`config.mk`:
```
export PLATFORM = sky130hd
export DESIGN_NAME = sym_thr_gate
export DESIGN_NICKNAME = d
export VERILOG_FILES = /design/src/rtl/sym_thr_pkg.sv /design/src/rtl/sym_popcount.sv /design/src/rtl/sym_ge_const.sv /design/src/rtl/sym_majority.sv /design/src/rtl/sym_pad_thr.sv /design/src/rtl/sym_thr_gate.sv
export SDC_FILE = /design/constraint.sdc
export NUM_CORES = 1
export LEC_CHECK = 0
export BUFFER_PORTS_ARGS = -buffer_cell sky130_fd_sc_hd__clkbuf_2
export CORE_AREA = 8 8 45 47
export DETAILED_ROUTE_END_ITERATION = 7
export DIE_AREA = 0 0 53 55
export PLACE_DENSITY_LB_ADDON = 0.12
export SETUP_SLACK_MARGIN = 0.5
export SLEW_MARGIN = 20
export SYNTH_ARGS = -nofsm -noshare
export SYNTH_HDL_FRONTEND = slang
export SYNTH_SLANG_ARGS = --single-unit
```
`constraint.sdc`:
```
create_clock -name clk -period 0.94 [get_ports clk]
set_clock_uncertainty 0.2 [all_clocks]
set_input_delay 0.141 -clock clk [delete_from_list [all_inputs] [get_ports clk]]
set_output_delay 0.141 -clock clk [all_outputs]
set_load 0.01 [all_outputs]
```
`src/rtl/sym_thr_pkg.sv`:
```
package sym_thr_pkg;

   // bits needed to hold a count from 0 to m
   function automatic int cnt_width(input int m);
      return (m < 1) ? 1 : $clog2(m + 1);
   endfunction

   // smallest count that wins a vote among m inputs
   function automatic int maj_level(input int m);
      return (m + 1) / 2;
   endfunction

endpackage

```
`src/rtl/sym_popcount.sv`:
```
module sym_popcount #(
   parameter int M  = 8,
   parameter int CW = sym_thr_pkg::cnt_width(M)
) (
   input  logic [M-1:0]  vec_i,
   output logic [CW-1:0] cnt_o
);
   if (M < 1) begin : g_bad_m
      $error("sym_popcount: M must be at least 1");
   end
   if (CW < sym_thr_pkg::cnt_width(M)) begin : g_bad_cw
      $error("sym_popcount: CW too narrow for M");
   end

   always_comb begin
      logic [CW-1:0] acc;
      acc = '0;
      for (int i = 0; i < M; i++) begin
         acc = acc + CW'(vec_i[i]);
      end
      cnt_o = acc;
   end
endmodule

```
`src/rtl/sym_ge_const.sv`:
```
module sym_ge_const #(
   parameter int          W = 4,
   parameter int unsigned C = 0
) (
   input  logic [W-1:0] a_i,
   output logic         ge_o
);
   localparam logic [W-1:0] CB = W'(C);

   if (W < 1) begin : g_bad_w
      $error("sym_ge_const: W must be at least 1");
   end
   if (C >= (64'd1 << W)) begin : g_bad_c
      $error("sym_ge_const: constant does not fit in W bits");
   end

   logic [W-1:0] bit_eq;
   logic [W-1:0] above_eq;
   logic [W-1:0] gt_term;

   assign bit_eq = a_i ~^ CB;

   for (genvar i = 0; i < W; i++) begin : g_bit
      // positions strictly above i
      localparam logic [W-1:0] HI_MASK = ~((W'(1) << (i + 1)) - W'(1));
      assign above_eq[i] = &(bit_eq | ~HI_MASK);
      assign gt_term[i]  = a_i[i] & ~CB[i] & above_eq[i];
   end

   logic eq_all;
   logic gt_any;
   assign eq_all = &bit_eq;
   assign gt_any = |gt_term;
   assign ge_o   = eq_all | gt_any;
endmodule

```
`src/rtl/sym_majority.sv`:
```
module sym_majority #(
   parameter int M = 8
) (
   input  logic [M-1:0] vec_i,
   output logic         maj_o
);
   localparam int CW  = sym_thr_pkg::cnt_width(M);
   localparam int LVL = sym_thr_pkg::maj_level(M);

   logic [CW-1:0] cnt;

   sym_popcount #(.M(M), .CW(CW)) cnt_i (
      .vec_i (vec_i),
      .cnt_o (cnt)
   );

   sym_ge_const #(.W(CW), .C(LVL)) cmp_i (
      .a_i  (cnt),
      .ge_o (maj_o)
   );
endmodule

```
`src/rtl/sym_pad_thr.sv`:
```
module sym_pad_thr #(
   parameter int N  = 8,
   parameter int KT = 4
) (
   input  logic [N-1:0] bits_i,
   output logic         thr_o
);
   localparam bit PAD_ZERO = (2 * KT >= N);
   localparam int M        = PAD_ZERO ? 2 * KT : 2 * (N - KT);
   localparam int P        = M - N;

   if (KT < 0 || KT > N + 2) begin : g_bad_kt
      $error("sym_pad_thr: KT out of range");
   end

   logic [M-1:0] padded;

   if (P == 0) begin : g_nopad
      assign padded = bits_i;
   end else if (PAD_ZERO) begin : g_zeros
      assign padded = {{P{1'b0}}, bits_i};
   end else begin : g_ones
      assign padded = {{P{1'b1}}, bits_i};
   end

   sym_majority #(.M(M)) vote_i (
      .vec_i (padded),
      .maj_o (thr_o)
   );
endmodule

```
`src/rtl/sym_thr_gate.sv`:
```
module sym_thr_gate #(
   parameter int N       = 8,
   parameter int K       = 3,
   parameter int REG_OUT = 1
) (
   input  logic         clk,
   input  logic         rst_n,
   input  logic [N-1:0] bits_i,
   output logic         maj_o,
   output logic         thr_o,
   output logic         thr_pad_o,
   output logic         exact_o
);
   localparam int CW = sym_thr_pkg::cnt_width(N);
   localparam int DW = sym_thr_pkg::cnt_width(N + 1);

   if (N < 1) begin : g_bad_n
      $error("sym_thr_gate: N must be at least 1");
   end
   if (K < 0 || K > N + 1) begin : g_bad_k
      $error("sym_thr_gate: K must lie in 0..N+1");
   end
   if (REG_OUT != 0 && REG_OUT != 1) begin : g_bad_reg
      $error("sym_thr_gate: REG_OUT must be 0 or 1");
   end

   logic [CW-1:0] cnt;
   logic [DW-1:0] cnt_ext;
   logic          maj_c, thr_dir_c, thr_k_c, thr_k1_c, exact_c;

   sym_popcount #(.M(N), .CW(CW)) cnt_i (
      .vec_i (bits_i),
      .cnt_o (cnt)
   );
   assign cnt_ext = DW'(cnt);

   sym_ge_const #(.W(DW), .C(K)) dir_i (
      .a_i  (cnt_ext),
      .ge_o (thr_dir_c)
   );

   sym_majority #(.M(N)) maj_i (
      .vec_i (bits_i),
      .maj_o (maj_c)
   );

   sym_pad_thr #(.N(N), .KT(K)) pad_k_i (
      .bits_i (bits_i),
      .thr_o  (thr_k_c)
   );

   sym_pad_thr #(.N(N), .KT(K + 1)) pad_k1_i (
      .bits_i (bits_i),
      .thr_o  (thr_k1_c)
   );

   assign exact_c = thr_k_c & ~thr_k1_c;

   if (REG_OUT == 1) begin : g_reg
      always_ff @(posedge clk or negedge rst_n) begin
         if (!rst_n) begin
            maj_o     <= 1'b0;
            thr_o     <= 1'b0;
            thr_pad_o <= 1'b0;
            exact_o   <= 1'b0;
         end else begin
            maj_o     <= maj_c;
            thr_o     <= thr_dir_c;
            thr_pad_o <= thr_k_c;
            exact_o   <= exact_c;
         end
      end
   end else begin : g_comb
      assign maj_o     = maj_c;
      assign thr_o     = thr_dir_c;
      assign thr_pad_o = thr_k_c;
      assign exact_o   = exact_c;
   end
endmodule

```
==> results.cfg, run 1 <==
[clock_network]
cts_tree = built
cts_root_buf = clkbuf_4
cts_num_sinks = 4
clkTransAtPathRegs_ps = 40
ctsHtreeMaxLevel = 1
numCtsBuffers = 3
cts.path.max_buffers = 2

[synthesis]
synth-seq-area-share_pct = 24.84
syn_inst = 39
synth.distinct_cells = 13
avgSynthCellArea_um2 = 10.33
yosysWarnings = 0
ys_seq_elements = 4
syn-num-nets = 58
netlist_area_um2 = 402.9

[pwr]
power.total_uw = 1440
power.switching_uw = 508.5
max-vdd-ir-drop_uv = 747.2
power_frac_seq_pct = 18.0
swShare_pct = 35.32
p_comb_share_pct = 67.2
power_density_nw_per_um2 = 2171
power.leakage_uw = 0.0003588
internal_power_uw = 931.3
pwr-share-clk_pct = 14.8

[worst_setup_path]
critPathMaxFanout = 3
end_kind = flop
cp_data_required_time_ps = 860
path_class = input pin to flop
start_kind = input pin
critical_path_arrival_ps = 3070

[placed_design]
dpl_cell_area_um2 = 594.3
dp.cells = 77
pre_cts_slack_ps = -2512
dp_hpwl_um = 778.4
io_buffers = 13
gp_congestion = 0.6128

[final_layout]
design_area_um2 = 663.1
fin_util_pct = 47.92
n_antenna_cell = 0
area_growth_pct = 64.60
fill_cells = 130
seq_area_um2 = 100.1
final_layout_size_suffix_gt1_share_pct = 60.61
multiInputGateArea_um2 = 296.5
fin_cells = 82
nets = 87

[timing]
finalMaxSlewViolations = 0
hold_ws_ps = -495.8
rsz0062_at_grt = true
min_period_over_period_pct = 335.4
post-route-min-period_ps = 3153
slew_headroom_pct = 84.76
hold_violations = 4
layout_setup_ws_ps = -2213
worst_pin_slew_ps = 228.6
fmax_ghz = 0.3172
setup_viol = 8

[global_routing]
grt_pass1_vias = 360
grt.overflow.total = 0
grt_max_degree = 5
grt_antenna_before_repair = 0
grt_pass1_wl_um = 1442
grt_usage_pct = 7.198

[die]
initial_core_util_pct = 29.11
die_width_um = 53
pin_count = 14
die_area_um2 = 2915
core_area_um2 = 1384
rows = 14
die-height_um = 55

[status]
violations = negative hold slack, negative setup slack
status = finished, violations left

[drt]
first_pass_iters = 4
post_drt_wl_per_cell_um = 10.52
drc = 0
wl_um = 863
avgViaCountPerCell = 4.049
routed-via-count = 332
ant_nets = 0
drtIter0Drc = 2

[min_path]
hold_path_class = input pin to asynchronous set/reset pin

[flow_run]
drv_cap = 0
-- what timing repair did --
item,in CTS,in global routing
setup endpoints to repair,8,8
resized for setup,4,4
pin swaps,0,1
setup buffers,1,1
endpoints found under the hold margin,4,4
-- path summary, 6_finish.rpt --
| path | start | endpoint | depth (start not counted) |
|---|---|---|---|
| max | bits_i[1] | thr_pad_o | 11 |
| min | rst_n | thr_pad_o | 1 |
| max in group asynchronous | rst_n | thr_o | 1 |
| min in group clk | bits_i[5] | thr_o | 4 |
-- critical path, cell delays in order --
cell and delay [ps]:
buf_6 90, ha_4 250, inv_2 30, fa_1 490
fa_1 430, fa_2 360, fa_2 550, inv_2 60
ha_4 270, o221ai_1 120, mux2_4 280
-- per-stage QoR --
stage	hold slack, ps	setup TNS (ps)
6_report	-495.8	-8897
5_1_grt	-493.5	-9353
4_1_cts	-496.0	-8797
3_5_place_dp	-244.7	-9332
3_3_place_gp	-249.5	-9263
2_1_floorplan	-354.6	-8172
-- power groups by stage --
| stage | Sequential, µW | Clock (µW) | Combinational, µW |
|---|---|---|---|
| finish | 260 | 213 | 967 |
| global route | 267 | 236 | 1070 |
| CTS | 262 | 219 | 965 |
| detailed placement | 264 | 0 | 871 |
| global placement | 259 | 0 | 852 |
| floorplan | 299 | 0 | 490 |
-- cells by family (layout without fill, tap and decap cells) --
group           count (synthesis)  count (layout)  synth area share [%]
buf+inv                        15              42                 13.97
mux                             1               1                 2.795
compound gates                  5               5                 12.11
flops                           4               4                 24.85
simple gates                    5               5                 10.87
fa+ha+maj                       9               9                 35.40
-- cell usage in the layout (no fill, tap or decap) --
master    instances
and2_4            1
buf_4             9
buf_6             4
clkbuf_2         11
clkbuf_4          3
dfrtp_1           4
fa_1              2
fa_2              2
ha_1              3
ha_4              2
inv_1            13
inv_2             2
mux2_4            1
nand2_4           1
nand2b_1          1
nand2b_4          1
nor2b_4           1
o21ai_1           2
o221ai_1          1
o221ai_2          1
o31ai_4           1
-- cells in the mapped netlist --
cell | instances | area, µm²
inv_1 | 15 | 56.30
ha_1 | 5 | 62.56
dfrtp_1 | 4 | 100.1
fa_1 | 4 | 80.08
o21ai_1 | 2 | 10.01
o221ai_1 | 2 | 17.52
and2_1 | 1 | 6.260
mux2_1 | 1 | 11.26
nand2_1 | 1 | 3.750
nand2b_1 | 1 | 6.260
nand2b_4 | 1 | 13.76
nor2b_4 | 1 | 13.76
o31ai_4 | 1 | 21.27
-- registers in the layout, indices dropped and copies added (netlist names) --
register / flops
exact_o: 1
maj_o: 1
thr_o: 1
thr_pad_o: 1
-- cell type report --
class                   count  share of cell area [%]
clock buffers               3                   3.396
inverters                  15                   8.491
multi-input cells          20                   44.72
flip-flops and latches      4                   15.09
well taps                  16                   3.019
repair buffers             24                   25.28
-- metal layers --
metal  track usage [%]  wire [µm]  share of wire (%)
met1             6.019        289                 33
met2             12.70        497                 58
met3             2.406         66                7.6
met4             7.759          9                1.0
met5                 0          0                  0
Note: power is estimated with default switching activity, not from simulation.
==> inputs of run 2 (changes only) <==
--- a/config.mk
+++ b/config.mk
@@ -9,7 +9,6 @@
 export CORE_AREA = 8 8 45 47
 export DETAILED_ROUTE_END_ITERATION = 7
 export DIE_AREA = 0 0 53 55
-export PLACE_DENSITY_LB_ADDON = 0.12
 export SETUP_SLACK_MARGIN = 0.5
 export SLEW_MARGIN = 20
 export SYNTH_ARGS = -nofsm -noshare
==> run 2 against run 1 <==
Effect of this change: the run still ends with negative hold slack, negative setup slack left; fmax barely moved; clock power is essentially flat; utilization rose by 0.54 points; critical path type unchanged; highest routed layer is now met3.
==> results.cfg, run 2 (synthesis results as in run 1) <==
[timing]
layout_setup_ws_ps = -2215
setup_viol = 8
hold_violations = 4
slew_headroom_pct = 86.59
fmax_ghz = 0.3169
post-route-min-period_ps = 3155
min_period_over_period_pct = 335.7
rsz0062_at_grt = true
hold_ws_ps = -495.6
finalMaxSlewViolations = 0
worst_pin_slew_ps = 201.2

[clock_network]
ctsHtreeMaxLevel = 1
cts_tree = built
cts_root_buf = clkbuf_4
cts.path.max_buffers = 2
numCtsBuffers = 3
cts_num_sinks = 4
clkTransAtPathRegs_ps = 40

[pwr]
power.leakage_uw = 0.0003475
max-vdd-ir-drop_uv = 883.4
power_density_nw_per_um2 = 2163
power.total_uw = 1451

[drt]
ant_nets = 0
avgViaCountPerCell = 4.313
wl_um = 765
first_pass_iters = 1
post_drt_wl_per_cell_um = 9.563
routed-via-count = 345
drtIter0Drc = 0
drc = 0

[worst_setup_path]
startpoint = bits_i[1]
critPathMaxFanout = 3
path_class = input pin to flop
crit_end = thr_pad_o
critical_path_arrival_ps = 3070
end_kind = flop
cp_data_required_time_ps = 860
start_kind = input pin

[final_layout]
n_antenna_cell = 0
final_cell_mix = 11 x inv_1, 10 x clkbuf_2, 8 x buf_4, 4 x dfrtp_1
final_layout_size_suffix_gt1_share_pct = 65.63
fin_util_pct = 48.46
area_growth_pct = 66.46
layout_commonest_cell = inv_1
nets = 85

[placed_design]
io_buffers = 13
gp_congestion = 0.6660
dp_hpwl_um = 666.6

[die]
die-height_um = 55
die_width_um = 53
pin_count = 14
core_area_um2 = 1384
die_area_um2 = 2915
rows = 14
initial_core_util_pct = 29.11

[min_path]
hold_path_class = input pin to asynchronous set/reset pin

[global_routing]
grt_antenna_before_repair = 0
grt_pass1_wl_um = 1380
grt_usage_pct = 6.711
grt.overflow.total = 0
grt_pass1_vias = 364
grt_max_degree = 5

[status]
status = finished, violations left
violations = negative hold slack, negative setup slack

[flow_run]
drv_cap = 0
run 2: cell types whose count changed in the layout (fill, tap and decap cells not counted), sizes merged:
cell | before | now
buf | 13 | 12
clkbuf | 14 | 13
run 2: report_power, final:
part           switching (µW)  total [µW]  internal, µW
clock network            67.7         210           143
logic                     453         986           533
registers                13.1         254           241
run 2: stage by stage:
step	worst slack [ps]	TNS, ps	area (µm²)	instances	hold slack (ps)
3_3_place_gp	-2499	-9073	571.8	74	-252.6
6_report	-2215	-8490	670.6	80	-495.6
5_1_grt	-2251	-8896	670.6	80	-503.2
2_1_floorplan	-2337	-8172	441.7	39	-354.6
3_5_place_dp	-2544	-9216	571.8	74	-249.9
4_1_cts	-2225	-8546	633.1	79	-501.6
run 2: worst min-delay path by stage:
stage          slack [ps]         to  cells after the start   from
2_1_floorplan        -350    exact_o                      0  rst_n
3_3_place_gp         -250    exact_o                      1  rst_n
3_5_place_dp         -250    exact_o                      1  rst_n
5_1_grt              -500      thr_o                      1  rst_n
6_report             -500  thr_pad_o                      1  rst_n
4_1_cts              -500  thr_pad_o                      1  rst_n
run 2: layer usage:
| layer | GRT usage (%) | up-vias | share of wire (%) | wire, µm |
|---|---|---|---|---|
| met5 | 0 | - | 0 | 0 |
| li1 | - | 170 | - | - |
| met4 | 6.466 | 0 | 0 | 0 |
| met1 | 5.418 | 163 | 34 | 261 |
| met2 | 11.91 | 12 | 55 | 422 |
| met3 | 2.941 | 0 | 10 | 80 |
run 2: cell type report:
cell class,instances,area [µm²]
flip-flops and latches,4,100.1
clock buffers,3,22.52
well taps,16,20.02
fillers,137,713.2
multi-input cells,20,320.3
inverters,15,58.81
repair buffers,22,148.9
run 2: what timing repair did:
item	4_1_cts	5_1_grt
gates cloned	0	0
buffers inserted	2	1
gates resized for setup	6	8
endpoints found under the hold margin	4	4
endpoints found under the setup margin	8	8
run 2: worst max-delay path, cell delays in order:
cell and delay, ps:
buf_6 90, ha_4 250, inv_2 30, fa_1 490, fa_1 430, fa_2 370
fa_2 570, inv_4 60, ha_4 280, o221ai_2 110, mux2_4 260
